<file path="config.mk">
export PLATFORM = sky130hd
export DESIGN_NAME = led_shift_ctrl
export DESIGN_NICKNAME = d
export VERILOG_FILES = /design/src/rtl/led_shift_pkg.sv /design/src/rtl/led_merge.sv /design/src/rtl/led_frame_pack.sv /design/src/rtl/led_refresh_timer.sv /design/src/rtl/led_shift_seq.sv /design/src/rtl/led_shift_ctrl.sv
export SDC_FILE = /design/constraint.sdc
export NUM_CORES = 1
export LEC_CHECK = 0
export ABC_AREA = 1
export CAP_MARGIN = 0
export CORE_MARGIN = 1.5
export CORE_UTILIZATION = 45
export CTS_CLUSTER_SIZE = 28
export DETAILED_ROUTE_END_ITERATION = 10
export PLACE_DENSITY = 0.67
export SYNTH_ARGS = -nofsm -noshare
export SYNTH_HDL_FRONTEND = slang
export SYNTH_HIERARCHICAL = 1
export SYNTH_SLANG_ARGS = --single-unit
</file>
<file path="constraint.sdc">
create_clock -name clk -period 3.7 [get_ports clk]
set_input_delay 0.37 -clock clk [delete_from_list [all_inputs] [get_ports clk]]
set_output_delay 0.37 -clock clk [all_outputs]
set_load 0.05 [all_outputs]
</file>
<file path="src/rtl/led_shift_pkg.sv">
package led_shift_pkg;
  typedef enum logic [1:0] {
    SEQ_IDLE  = 2'd0,
    SEQ_SHIFT = 2'd1,
    SEQ_STORE = 2'd2
  } seq_state_t;

  localparam logic [1:0] RATE_4HZ  = 2'd0;
  localparam logic [1:0] RATE_8HZ  = 2'd1;
  localparam logic [1:0] RATE_10HZ = 2'd2;
endpackage

</file>
<file path="src/rtl/led_merge.sv">
module led_merge #(
  parameter int WORD_W = 24,
  parameter int LINE_W = 2,
  parameter int PHY_N  = 4,
  parameter int PHY_W  = 3
) (
  input  logic [WORD_W-1:0]      shadow,
  input  logic [LINE_W-1:0]      line_mask,
  input  logic [LINE_W-1:0]      line_bits,
  input  logic [PHY_N*PHY_W-1:0] phy_mask,
  input  logic [PHY_N*PHY_W-1:0] phy_leds,
  output logic [WORD_W-1:0]      merged,
  output logic                   hw_owned
);
  localparam int HW_TOP = LINE_W + PHY_N*PHY_W;

  logic [WORD_W-1:0] own_mask;
  logic [WORD_W-1:0] hw_val;

  assign own_mask[LINE_W-1:0] = line_mask;
  assign hw_val[LINE_W-1:0]   = line_bits;

  for (genvar p = 0; p < PHY_N; p++) begin : g_phy
    assign own_mask[LINE_W + p*PHY_W +: PHY_W] = phy_mask[p*PHY_W +: PHY_W];
    assign hw_val[LINE_W + p*PHY_W +: PHY_W]   = phy_leds[p*PHY_W +: PHY_W];
  end

  if (HW_TOP < WORD_W) begin : g_upper
    assign own_mask[WORD_W-1:HW_TOP] = '0;
    assign hw_val[WORD_W-1:HW_TOP]   = '0;
  end

  assign merged   = (own_mask & hw_val) | (~own_mask & shadow);
  assign hw_owned = |own_mask;
endmodule

</file>
<file path="src/rtl/led_frame_pack.sv">
module led_frame_pack #(
  parameter int GROUP_W = 8,
  parameter int GROUP_N = 3,
  localparam int WORD_W = GROUP_W*GROUP_N,
  localparam int BW     = $clog2(WORD_W+1)
) (
  input  logic [WORD_W-1:0]  word,
  input  logic [GROUP_N-1:0] grp_en,
  output logic [WORD_W-1:0]  packed_word,
  output logic [BW-1:0]      nbits
);
  always_comb begin
    int pos;
    packed_word = '0;
    nbits       = '0;
    pos         = WORD_W;
    for (int g = GROUP_N-1; g >= 0; g--) begin
      if (grp_en[g]) begin
        packed_word[pos-1 -: GROUP_W] = word[g*GROUP_W +: GROUP_W];
        pos   = pos - GROUP_W;
        nbits = nbits + BW'(GROUP_W);
      end
    end
  end
endmodule

</file>
<file path="src/rtl/led_refresh_timer.sv">
module led_refresh_timer
  import led_shift_pkg::*;
#(
  parameter int CLK_HZ = 100_000_000
) (
  input  logic       clk,
  input  logic       rst,
  input  logic       run,
  input  logic [1:0] rate_sel,
  output logic       tick
);
  localparam int LIM_4  = CLK_HZ / 4;
  localparam int LIM_8  = CLK_HZ / 8;
  localparam int LIM_10 = CLK_HZ / 10;
  localparam int CW     = $clog2(LIM_4 + 1);

  logic [CW-1:0] cnt;
  logic [CW-1:0] lim_m1;

  always_comb begin
    case (rate_sel)
      RATE_4HZ: lim_m1 = CW'(LIM_4 - 1);
      RATE_8HZ: lim_m1 = CW'(LIM_8 - 1);
      default:  lim_m1 = CW'(LIM_10 - 1);
    endcase
  end

  always_ff @(posedge clk) begin
    if (rst || !run) begin
      cnt  <= '0;
      tick <= 1'b0;
    end else if (cnt >= lim_m1) begin
      cnt  <= '0;
      tick <= 1'b1;
    end else begin
      cnt  <= cnt + 1'b1;
      tick <= 1'b0;
    end
  end
endmodule

</file>
<file path="src/rtl/led_shift_seq.sv">
module led_shift_seq
  import led_shift_pkg::*;
#(
  parameter int WORD_W   = 24,
  parameter int HALF_DIV = 2,
  localparam int BW = $clog2(WORD_W+1),
  localparam int HW = $clog2(HALF_DIV+1)
) (
  input  logic              clk,
  input  logic              rst,
  input  logic              start,
  input  logic [WORD_W-1:0] frame,
  input  logic [BW-1:0]     nbits,
  input  logic              rise_edge,
  output logic              sclk,
  output logic              sdata,
  output logic              sstore,
  output logic              busy,
  output logic              edge_q
);
  seq_state_t        st;
  logic [WORD_W-1:0] sr;
  logic [BW-1:0]     left;
  logic [HW-1:0]     hcnt;
  logic              phase;

  assign busy = (st != SEQ_IDLE);

  always_ff @(posedge clk) begin
    if (rst) begin
      st     <= SEQ_IDLE;
      sr     <= '0;
      left   <= '0;
      hcnt   <= '0;
      phase  <= 1'b0;
      sclk   <= 1'b1;
      sdata  <= 1'b0;
      sstore <= 1'b0;
      edge_q <= 1'b0;
    end else begin
      case (st)
        SEQ_IDLE: begin
          edge_q <= rise_edge;
          sclk   <= !rise_edge;
          if (start) begin
            sr    <= frame << 1;
            sdata <= frame[WORD_W-1];
            left  <= nbits;
            hcnt  <= '0;
            phase <= 1'b0;
            st    <= SEQ_SHIFT;
          end
        end
        SEQ_SHIFT: begin
          if (hcnt == HW'(HALF_DIV-1)) begin
            hcnt <= '0;
            if (!phase) begin
              phase <= 1'b1;
              sclk  <= edge_q;
            end else begin
              phase <= 1'b0;
              sclk  <= !edge_q;
              if (left == BW'(1)) begin
                st     <= SEQ_STORE;
                sstore <= 1'b1;
              end else begin
                sdata <= sr[WORD_W-1];
                sr    <= sr << 1;
                left  <= left - 1'b1;
              end
            end
          end else begin
            hcnt <= hcnt + 1'b1;
          end
        end
        SEQ_STORE: begin
          sstore <= 1'b0;
          st     <= SEQ_IDLE;
        end
        default: st <= SEQ_IDLE;
      endcase
    end
  end
endmodule

</file>
<file path="src/rtl/led_shift_ctrl.sv">
module led_shift_ctrl #(
  parameter int GROUP_W  = 8,
  parameter int GROUP_N  = 3,
  parameter int LINE_W   = 2,
  parameter int PHY_N    = 4,
  parameter int PHY_W    = 3,
  parameter int HALF_DIV = 2,
  parameter int CLK_HZ   = 100_000_000,
  localparam int WORD_W  = GROUP_W*GROUP_N,
  localparam int PB_W    = PHY_N*PHY_W,
  localparam int BW      = $clog2(WORD_W+1)
) (
  input  logic               clk,
  input  logic               rst,
  input  logic [WORD_W-1:0]  shadow_in,
  input  logic               shadow_we,
  input  logic [GROUP_N-1:0] grp_en,
  input  logic [LINE_W-1:0]  line_mask,
  input  logic [LINE_W-1:0]  line_bits,
  input  logic [PB_W-1:0]    phy_mask,
  input  logic [PB_W-1:0]    phy_leds,
  input  logic [1:0]         rate_sel,
  input  logic               rise_edge,
  output logic               sclk,
  output logic               sdata,
  output logic               sstore,
  output logic               busy
);
  logic [WORD_W-1:0] shadow_q;
  logic [WORD_W-1:0] merged;
  logic [WORD_W-1:0] packed_word;
  logic [BW-1:0]     nbits;
  logic              hw_owned;
  logic              tick;
  logic              pend;
  logic              new_req;
  logic              consume;
  logic              start;
  logic              edge_lat;

  always_ff @(posedge clk) begin
    if (rst)            shadow_q <= '0;
    else if (shadow_we) shadow_q <= shadow_in;
  end

  led_merge #(.WORD_W(WORD_W), .LINE_W(LINE_W), .PHY_N(PHY_N), .PHY_W(PHY_W)) u_merge (
    .shadow(shadow_q), .line_mask(line_mask), .line_bits(line_bits),
    .phy_mask(phy_mask), .phy_leds(phy_leds), .merged(merged), .hw_owned(hw_owned)
  );

  led_frame_pack #(.GROUP_W(GROUP_W), .GROUP_N(GROUP_N)) u_pack (
    .word(merged), .grp_en(grp_en), .packed_word(packed_word), .nbits(nbits)
  );

  led_refresh_timer #(.CLK_HZ(CLK_HZ)) u_timer (
    .clk(clk), .rst(rst), .run(hw_owned), .rate_sel(rate_sel), .tick(tick)
  );

  assign new_req = (shadow_we && !hw_owned) || tick;
  assign consume = pend && !busy;
  assign start   = consume && (|grp_en);

  always_ff @(posedge clk) begin
    if (rst) pend <= 1'b0;
    else     pend <= (pend && !consume) || new_req;
  end

  led_shift_seq #(.WORD_W(WORD_W), .HALF_DIV(HALF_DIV)) u_seq (
    .clk(clk), .rst(rst), .start(start), .frame(packed_word), .nbits(nbits),
    .rise_edge(rise_edge), .sclk(sclk), .sdata(sdata), .sstore(sstore),
    .busy(busy), .edge_q(edge_lat)
  );
endmodule

</file>
# Yosys cells after proc, flatten, opt, wreduce, memory -nomap -nowiden
# Index checks and enable logic that the tools add are counted.
[totals]
elab_cells = 114
output_inout_bits = 4
register_bits = 89
in_bits = 61
[classes]
n_reduce_logical = 26
shift = 4
n_eq_ne = 10
mux = 46
n_lt_le_gt_ge = 1
bitwise = 4
add_sub_neg = 10
[op_table]
columns = ["operator", "n"]
rows = [
  ["two-way mux 24 bit", 6],
  ["negator 32 -> 33 bit", 2],
  ["variable shift 8 x 33 -> 31 bit (first input constant)", 2],
  ["variable part select 8 x 33 -> 31 bit", 2],
  ["one-hot mux 25 bit (2 select lines)", 1],
  ["bitwise mux 24 bit", 2],
  ["one-hot mux 24 bit (2 select lines)", 1],
  ["two-way mux 32 bit", 1],
  ["subtractor 32 x 2 -> 32 bit (second input constant)", 1],
  ["two-way mux 5 bit", 6],
  ["adder 25 x 1 -> 25 bit (second input constant)", 1],
  ["greater-or-equal comparator 25 bit", 1],
  ["AND 24 bit", 1],
  ["NOT 14 -> 24 bit", 1],
  ["bitwise OR 24 bit", 1],
  ["AND 14 bit", 1],
  ["OR reduction 14 bit", 1],
  ["two-way mux 1 bit", 13],
  ["two-way mux 2 bit", 6],
  ["one-hot mux 5 bit (2 select lines)", 1],
  ["two-way mux 4 bit", 2],
  ["two-way mux 8 bit", 1],
  ["one-hot mux 1 bit (2 select lines)", 4],
  ["one-hot mux 2 bit (2 select lines)", 2],
  ["22 further kinds", 41],
]

# Depth between registers and ports, before layout
# Gate-level depths: netlist of run 1.
[logic_depth]
ltp_word = 10
depth_mapped = 14
depth_no_buf = 13

# Hierarchy
# Netlist of run 1, hierarchy kept.
[modules_own_cells]
columns = ["mod", "cells_per_inst", "area_each_um2", "instances"]
rows = [
  ["led_refresh_timer", 283, 1851.8, 1],
  ["led_shift_seq", 287, 1824.2, 1],
  ["led_shift_ctrl", 116, 897.1, 1],
  ["led_frame_pack", 118, 598.1, 1],
  ["led_merge", 67, 304.0, 1],
]

# Worst setup path before layout of run 1
# Ideal clock, no wire load.
[synth_timing]
path_type = "input to register"
start = "in rate_sel[1]"
end = "reg u_timer.cnt[0]"
path_stages = 14
setup_slack_ns = 1.732
arrival_time_ns = 1.851
required_time_ns = 3.583
n_path_buf = 2
setup_time_ns = 0.117
cell_sequence = "buf_6 nor2_1 inv_1 ha_1 nand2_1 nor2_1 nand2_1 nor2_1 nand3_1 nand2_1 nor2_2 nand3_4 buf_6 nor2_1"
[synth_via]
elab_chain_len = 4
[synth_rtl]
columns = ["item", "line", "rtl"]
rows = [
  ["start: declaration", "led_shift_ctrl.sv:22", "input logic [1:0] rate_sel,"],
  ["== test 2 x 1 -> 1 bit / logical NOT 2 bit (equally long branches)", "led_refresh_timer.sv:21", "case (rate_sel)"],
  ["one-hot mux 25 bit (2 select lines) (*)", "led_refresh_timer.sv:21", ""],
  ["greater-or-equal comparator 25 bit (*)", "led_refresh_timer.sv:32", "end else if (cnt >= lim_m1) begin"],
  ["OR reduction 2 bit (no source line) (*)", "--", ""],
  ["end signal: assignment", "led_refresh_timer.sv:36", "cnt <= cnt + 1'b1;"],
  ["end: declaration", "led_refresh_timer.sv:17", "logic [CW-1:0] cnt;"],
]
# Mark *: on every way between the ends. The rest lies on a longest branch, timed or not.
# A chain may end at the register's enable or synchronous reset.

# Final worst setup path of run 1
[layout_timing]
start = "in grp_en[2]"
end = "reg u_seq.sr[9]"
[layout_via]
elab_chain_len = 10
[layout_rtl]
columns = ["item", "line", "rtl"]
rows = [
  ["start: declaration", "led_shift_ctrl.sv:17", "input logic [GROUP_N-1:0] grp_en,"],
  ["two-way mux 4 bit (*)", "led_frame_pack.sv:18", "if (grp_en[g]) begin"],
  ["subtractor 5 x 4 -> 6 bit / subtractor 5 x 1 -> 6 bit (equally long branches)", "led_frame_pack.sv:20, led_frame_pack.sv:19", ""],
  ["two-way mux 32 bit / negator 32 -> 33 bit (equally long branches)", "led_frame_pack.sv:18, led_frame_pack.sv:19", ""],
  ["subtractor 32 x 2 -> 32 bit (tied with other cells)", "led_frame_pack.sv:19", "packed_word[pos-1 -: GROUP_W] = word[g*GROUP_W +: GROUP_W];"],
  ["negator 32 -> 33 bit / bitwise mux 24 bit (equally long branches)", "led_frame_pack.sv:19", ""],
  ["variable part select 8 x 33 -> 31 bit (tied with other cells)", "led_frame_pack.sv:19", ""],
  ["bitwise mux 24 bit", "led_frame_pack.sv:19", ""],
  ["two-way mux 24 bit (*)", "led_frame_pack.sv:18", ""],
  ["via packed_word[8]", "led_shift_ctrl.sv:31", "logic [WORD_W-1:0] packed_word;"],
  ["two-way mux 24 bit (*)", "led_shift_seq.sv:45", "if (start) begin"],
  ["one-hot mux 24 bit (2 select lines) (*)", "led_shift_seq.sv:41", "case (st)"],
  ["end signal: assignment", "led_shift_seq.sv:46", "sr <= frame << 1;"],
  ["end signal: assignment", "led_shift_seq.sv:68", "sr <= sr << 1;"],
  ["end: declaration", "led_shift_seq.sv:22", "logic [WORD_W-1:0] sr;"],
]
# The timed path passes the listed nets; every way through them passes the cells marked *. The select of a mux whose other input is x is not followed.

==> results of run 1 <==
==> cells in the mapped netlist, drive strengths merged <==
cell type  instances
a21boi             1
dfxtp             88
clkinv             1
o22ai              1
nand3b             6
inv               87
a21oi             35
o21bai             1
nand3             50
nor2             144
a211oi             1
ha                18
a21o               2
xnor2              6
buf               37
o21a               2
nor3              10
xor2              13
nand4             13
conb               1
nand2            301
o21ai             43
a31oi              2
clkbuf             7
nor4               1
==> cell families after synthesis <==
family	after synthesis	synth area share
AOI/OAI and AO/OA	88	0.0857
and+or+nand+nor	525	0.402
xor gates and xnor gates	19	0.0304
adders and majority gates	18	0.0411
buffers and inverters	132	0.119
other	1	0.000685
DFF	88	0.322
==> stage by stage <==
step | hold slack (ps) | instances | setup slack, ps
2_1_floorplan | 441 | 873 | 1730
3_3_place_gp | 453 | 1045 | 846
3_5_place_dp | 456 | 1045 | 784
4_1_cts | 466 | 1060 | 1170
5_1_grt | 483 | 1060 | 884
6_report | 465 | 1060 | 1140
==> final timing paths <==
check,startpoint,to,slack [ps]
max reg2reg,u_seq/st[1],u_seq/sr[1],1620
min reg2reg,u_seq/sdata,u_seq/sdata,460
min,u_seq/sdata,u_seq/sdata,460
max,grp_en[2],u_seq/sr[9],1140
==> worst min-delay path, cell delays in order (launching register included) <==
cell and delay [ps]:
dfxtp_1 310, nand2_1 60, a21oi_1 50
==> registers in the layout, summed over array words and instances (netlist names) <==
| name | cells |
|---|---|
| u_timer/cnt | 25 |
| shadow_q | 24 |
| u_seq/sr | 23 |
| u_seq/left | 5 |
| u_seq/hcnt | 2 |
| u_seq/st | 2 |
| pend | 1 |
| u_seq/edge_q | 1 |
| u_seq/phase | 1 |
| u_seq/sclk | 1 |
| u_seq/sdata | 1 |
| u_seq/sstore | 1 |
| u_timer/tick | 1 |
==> final cells by class <==
cell class                 instances  area, um^2
clock inverter                     3        40.0
sequential                        88        1760
inverter                          88         330
multi-input combinational        653        3070
clock buffer                      12         267
fill                            1259        5630
timing repair buffer              69         678
tap                              147         184
==> where the power goes <==
part / switching [mW] / internal, mW
sequential: 0.0141 / 0.970
combinational: 0.140 / 0.112
clock: 0.378 / 0.573
==> layer usage <==
layer	wire length (um)	global-route usage
met2	5750	0.330
met1	6850	0.317
met4	256	0.0775
met3	521	0.0332
met5	0	0
==> run summary, run 1 <==
In the layout the commonest cells are 296 x nand2_1, 134 x nor2_1, 88 x dfxtp_1. The count of buffering cells on the critical path with inverters included came out at 2. The number of cells upsized or downsized after cts came out at 0. The slowest stage of the critical path belongs to the cell clkdlybuf4s50_1. The run finished with clean final reports. The later-pin clock latency in the skew report is ~350 ps. The count of yosys warnings during synthesis came out at 6. For this design, the CTS-stage hold fixing added 0 buffers.

In the final routed layout, each cell accounts on average for approximately 13 um. The sum of routed wire length over all layers is about 13000 um. The setup clock skew after layout is 7.37 ps.

The minimum clock period came out at 2560 ps. The post-CTS setup buffer count came out at 0. The number of vias after detailed routing is ~5.3k. The instance area after placement came out at 6020 um^2. The share of layout cells above drive strength 1 came out at 0.0537. The synthesized area per cell came out at around 6.3 um^2. Leaving out fill and tap cells, the most frequent cell in the layout is nand2_1. The number of sinks handled by clock tree synthesis came out at 88. The HPWL after detailed placement is between 9000 and 10000 um. Of the post-synthesis cell area, the dominant cell type holds 0.322. The delay of the slowest cell on the worst path is 740 ps. The final net count came out at about 1000. The data required time of the critical path came out at around 4000 ps.

The first detailed-routing pass took 5 iterations. The number of hold violations in the final report is 0. The detailed-route DRC error count is 0.

The placer's final routability congestion estimate came out at 0.882. The I/O pin count is 65. The number of cells on the critical path came out at 11. The clock-pin slew reported for the worst setup and hold paths after clock tree synthesis is approximately 60 ps. The critical path goes through clkdlybuf4s50_1 -> clkinv_1 -> ha_1 -> nand2_2 -> nor2_4 -> nand3_1 -> nand2_1 -> nand2_1 -> nand2_1 -> nand2_1 -> a21oi_1. In this run the remaining antenna-violating nets after routing total 0. The number of antenna violations at the first check in global routing came out at 0. Across the VDD grid, the largest voltage drop is about 0.21 mV. The floorplan row count is 40. The signed area change from the synthesized netlist to the final layout is 15.6%. Setup violations remaining at the end of the flow were counted as 0.

The critical path is of the input pin to flip-flop type. Among the stages of the critical path, the cell type that occurs most often is nand2_1. The synthesized instance count is around 870.

The leakage dissipation came out at approximately 2.7 nW. The share of the cycle needed by the critical path after routing came out at 0.692. Once layout is complete, the utilization of the core stands at 0.529. Synthesis instantiated 39 different standard cells from the library. The depth of the CTS H-tree came out at 3. The proportion of synthesized chip area in sequential cells came out at 0.322. The core region is 12000 um^2. In this run the worst hold path is classified as flip-flop to flip-flop. Port buffering added 64 buffers.

Summing every instance area after synthesis gives 5480 um^2. The register bit total from synthesis is 88. The number of diodes came out at 0. The via count of the first global-routing pass came out at around 4.7k. The post-route total power came out at around 2.2 mW. The setup total negative slack came out at 0 ps. The number of clock buffers inserted by TritonCTS is 9. Summed over all instances, the cell type with the most area after synthesis is dfxtp_1. The depth of the worst hold-timing path came out at 2. The overall fraction of global-route tracks in use came out at 0.219. The die covers roughly 13000 um^2.

The arrival time reported for the critical path endpoint is between 2000 and 3000 ps. The worst setup path is launched from an input pin. In this run the tightest slew margin relative to its limit is 0.441. The detail-routed via count per cell is roughly 5.0. The worst-case reg-to-reg path depth is 13. From bottom edge to top edge, the die measures 113 um.

The detailed router finished its first iteration with ~360 violations. The maximum fanout count along the critical path came out at 13. The power density relative to cell area is approximately 350 nW/um^2. Ranked by total cell area, the synthesized netlist is headed by dfxtp_1 32%, nand2_1 20%, nor2_1 9.2%. Setup repair after global routing left no endpoint under its margin. The starting density of the core came out at 0.458. The kind of cell with the highest combined delay along the critical path is buffers and inverters. The clock passes through at most 2 buffers. The clock tree from TritonCTS is built. STA classifies the critical path endpoint as a flip-flop. From left edge to right edge, the die measures around 110 um. Based on the critical path, the design can be clocked at up to approximately 390 MHz. Across the run, the number of max-cap violations was 0.

The final cell area excluding filler cells came out at between 6000 and 7000 um^2. The root buffer cell is clkbuf_16. The leftover overflow at the end of global routing is 0.

The number of max-slew violations in the final report came out at 0. At the pin with the least slew margin, the transition time is about 840 ps. The largest net degree at the start of global routing came out at 36.

The first-pass GRT wire length came out at about 23000 um.
(Power assumes the default switching activity.)
==> inputs of run 2 (changes only) <==
- PLACE_DENSITY: 0.67 -> 0.69
- clock period: 3.7 -> 2.1 ns (I/O delays scaled with it)
==> run 2 against run 1 <==
Clock skew shrank 2.6 ps; die area is the same; final cell count grew 2.5%; critical endpoint is now u_timer/cnt[0].
==> run summary, run 2 (synthesized netlist as in run 1, its figures left out) <==
The worst path needs between 1500 and 2000 ps of the cycle, external delays included. The post-CTS setup buffer count is 0 (unchanged). The die boundary height is 113 um (unchanged). The data required time of the critical path was 2340 ps (was 3960 ps). The kind of end point of the critical path is a flip-flop (unchanged). The instance area after placement came out at 6250 um^2 (was 6020 um^2).

The leakage dissipation is 2.86 nW (was 2.72 nW). The number of vias after detailed routing came out at 5285 (was 5263). The number of flip-flops in the largest register came out at 25 (unchanged). The share of layout cells above drive strength 1 came out at 0.0809 (was 0.0537).

Most used cells in the layout excluding fill and tap cells: 296 x nand2_1, 133 x nor2_1, 88 x dfxtp_1 (was 296 x nand2_1, 134 x nor2_1, 88 x dfxtp_1). The number of DRC markers after the initial detailed-route iteration was 392 (was 357). The number of clock buffers inserted by TritonCTS came out at 9 (unchanged). The setup clock skew after layout came out at 4.79 ps (was 7.37 ps). The number of hold violations in the final report is 0 (unchanged).

The overall die width came out at 113 um (unchanged). The final cell area excluding filler cells is 6570 um^2 (was 6330 um^2). The number of antenna violations at the first check in global routing came to 0 (unchanged). The detailed-route DRC error count is 0 (unchanged). The post-route worst setup slack was 263 ps (was 1140 ps). The number of buffers inserted by port buffering came to 64 (unchanged). The detail-routed via count per cell came out at 4.87 (was 4.97).

The clock group share of total power is 0.429 (was 0.435). The largest vdd supply drop is 0.457 mV (was 0.208 mV). The launching element type of the critical path was an input pin (unchanged). The maximum fanout count along the critical path is 25 (was 13). The placer's final routability congestion estimate came to 0.871 (was 0.882). Setup repair after global routing missed its margin: false (unchanged).

Derived from the worst setup path, the maximum achievable clock frequency is 544 MHz. The root buffer cell is clkbuf_16 (unchanged). The clock-pin slew reported for the worst setup and hold paths after clock tree synthesis is 60 ps (about the same). The via count of the first global-routing pass came out at 4680 (was 4727). The post-route total power came out at 3.88 mW (was 2.19 mW).

The arrival time reported for the critical path endpoint came out at 2080 ps (was 2820 ps). The critical setup path kind was input pin to flip-flop (unchanged). The final net count came out at 1014 (was 988).

The cell count after placement came out at 1071 (was 1045). The path class of the lowest-slack min-delay path is input pin to flip-flop (was flip-flop to flip-flop). The top register by number of flip-flops is u_timer/cnt (unchanged).

The count of nets left with antenna violations after detail routing is 0 (unchanged). The number of max-slew violations in the final report is 0 (unchanged). The post-detailed-placement half-perimeter wirelength came out at 9990 um (was 9780 um).

The number of buffers on the longest clock path came out at 2 (unchanged). The first-pass GRT wire length came out at 22400 um (was 22700 um). The number of fillers in the final layout came out at 1229 (was 1259). The number of setup violations in the final report is 0 (unchanged). Result of the run: finished clean (unchanged).

The max-cap violation count came out at 0 (unchanged). The core region area is 12000 um^2 (unchanged). The starting density of the core is 0.458 (unchanged).

The net switching share of the total power is 0.240 (was 0.244). The leftover overflow at the end of global routing came to 0 (unchanged). The wire length per cell after detailed routing is 12.3 um (was 12.6 um). The sum of routed wire length over all layers is 13400 um (about the same).

The relative contribution of combinational cells to total power is 0.124 (was 0.115). The fraction of power consumed by sequential logic came to 0.446 (was 0.450). The pre-CTS setup slack came out at -106 ps (was 784 ps).

Largest registers: u_timer/cnt x25, shadow_q x24, u_seq/sr x23 (unchanged). The overall fraction of global-route tracks in use is 0.217 (was 0.219). The clock tree from TritonCTS is built (unchanged).

The power density relative to cell area was 591 nW/um^2 (was 345 nW/um^2). The design internal power was 2.95 mW (was 1.65 mW). The signed area change from the synthesized netlist to the final layout is 19.9% (was 15.6%).

The number of sinks handled by clock tree synthesis is 88 (unchanged). The reported net switching power came to 0.931 mW (was 0.533 mW). The area of the die is 12800 um^2 (unchanged).

The number of cells in the finished layout apart from fillers came out at 1086 (was 1060). The floorplan row count is 40 (unchanged). The depth of the CTS H-tree was 3 (unchanged). The largest net degree at the start of global routing is 35 (was 36). The most common library cell in the layout ignoring fill and taps was nand2_1 (unchanged). The later-pin clock latency in the skew report came to 350 ps (about the same). The final-layout worst hold slack was 439 ps (was 465 ps). The I/O pin count came out at 65 (unchanged). The number of diodes came out at 0 (unchanged). The first-pass iteration count of the detailed router came to 5 (unchanged). The share of the cycle needed by the critical path after routing is 0.875.
-- run 2: stage by stage --
stage | util | TNS (ps)
CTS | 0.549 | 0
global route | 0.549 | 0
detailed placement | 0.523 | -2470
finish | 0.549 | 0
floorplan | - | 0
global placement | 0.523 | -1850
-- run 2: cell type report --
type / instances / area [um^2] / share of cell area
Tap cell: 147 / 184 / 0.0280
Clock buffer: 13 / 270 / 0.0412
Inverter: 88 / 330 / 0.0503
Sequential cell: 88 / 1760 / 0.268
Timing Repair Buffer: 95 / 908 / 0.138
Clock inverter: 2 / 37.5 / 0.00572
Multi-Input combinational cell: 653 / 3070 / 0.468
-- run 2: power groups by stage --
stage	logic (mW)	clock network, mW	registers, mW
global placement	0.477	0	1.77
floorplan	0.289	0	1.77
CTS	0.481	1.71	1.73
detailed placement	0.479	0	1.77
global route	0.535	1.78	1.74
finish	0.483	1.67	1.73
-- run 2: worst paths after layout --
kind              slack, ps             end    startpoint  cells past startpoint
setup / recovery        260  u_timer/cnt[0]   rate_sel[1]                     14
hold / removal          440     shadow_q[5]  shadow_in[5]                      3
setup reg to reg        310    u_seq/sr[16]   u_seq/st[0]                     12
hold reg to reg         460     u_seq/sdata   u_seq/sdata                      2
-- run 2: layer usage --
layer | track usage | share of wire
met5 | 0 | 0
met4 | 0.0700 | 0.016
met3 | 0.0455 | 0.044
met2 | 0.331 | 0.44
met1 | 0.305 | 0.50
-- run 2: timing repair --
item                       4_1_cts  5_1_grt
hold buffers                     0        0
gates resized for setup          0        1
setup endpoints to repair        0        9
hold endpoints to repair         0        0
-- run 2: critical path: stages --
cell	delay, ps
clkdlybuf4s50_1	410
nor2_1	160
inv_1	130
ha_1	320
nand2_1	80
nor2_1	110
nand2_1	50
nor2_1	80
nand3_1	70
nand2_1	70
nor2_2	50
nand3_4	90
buf_12	170
nor2_1	50
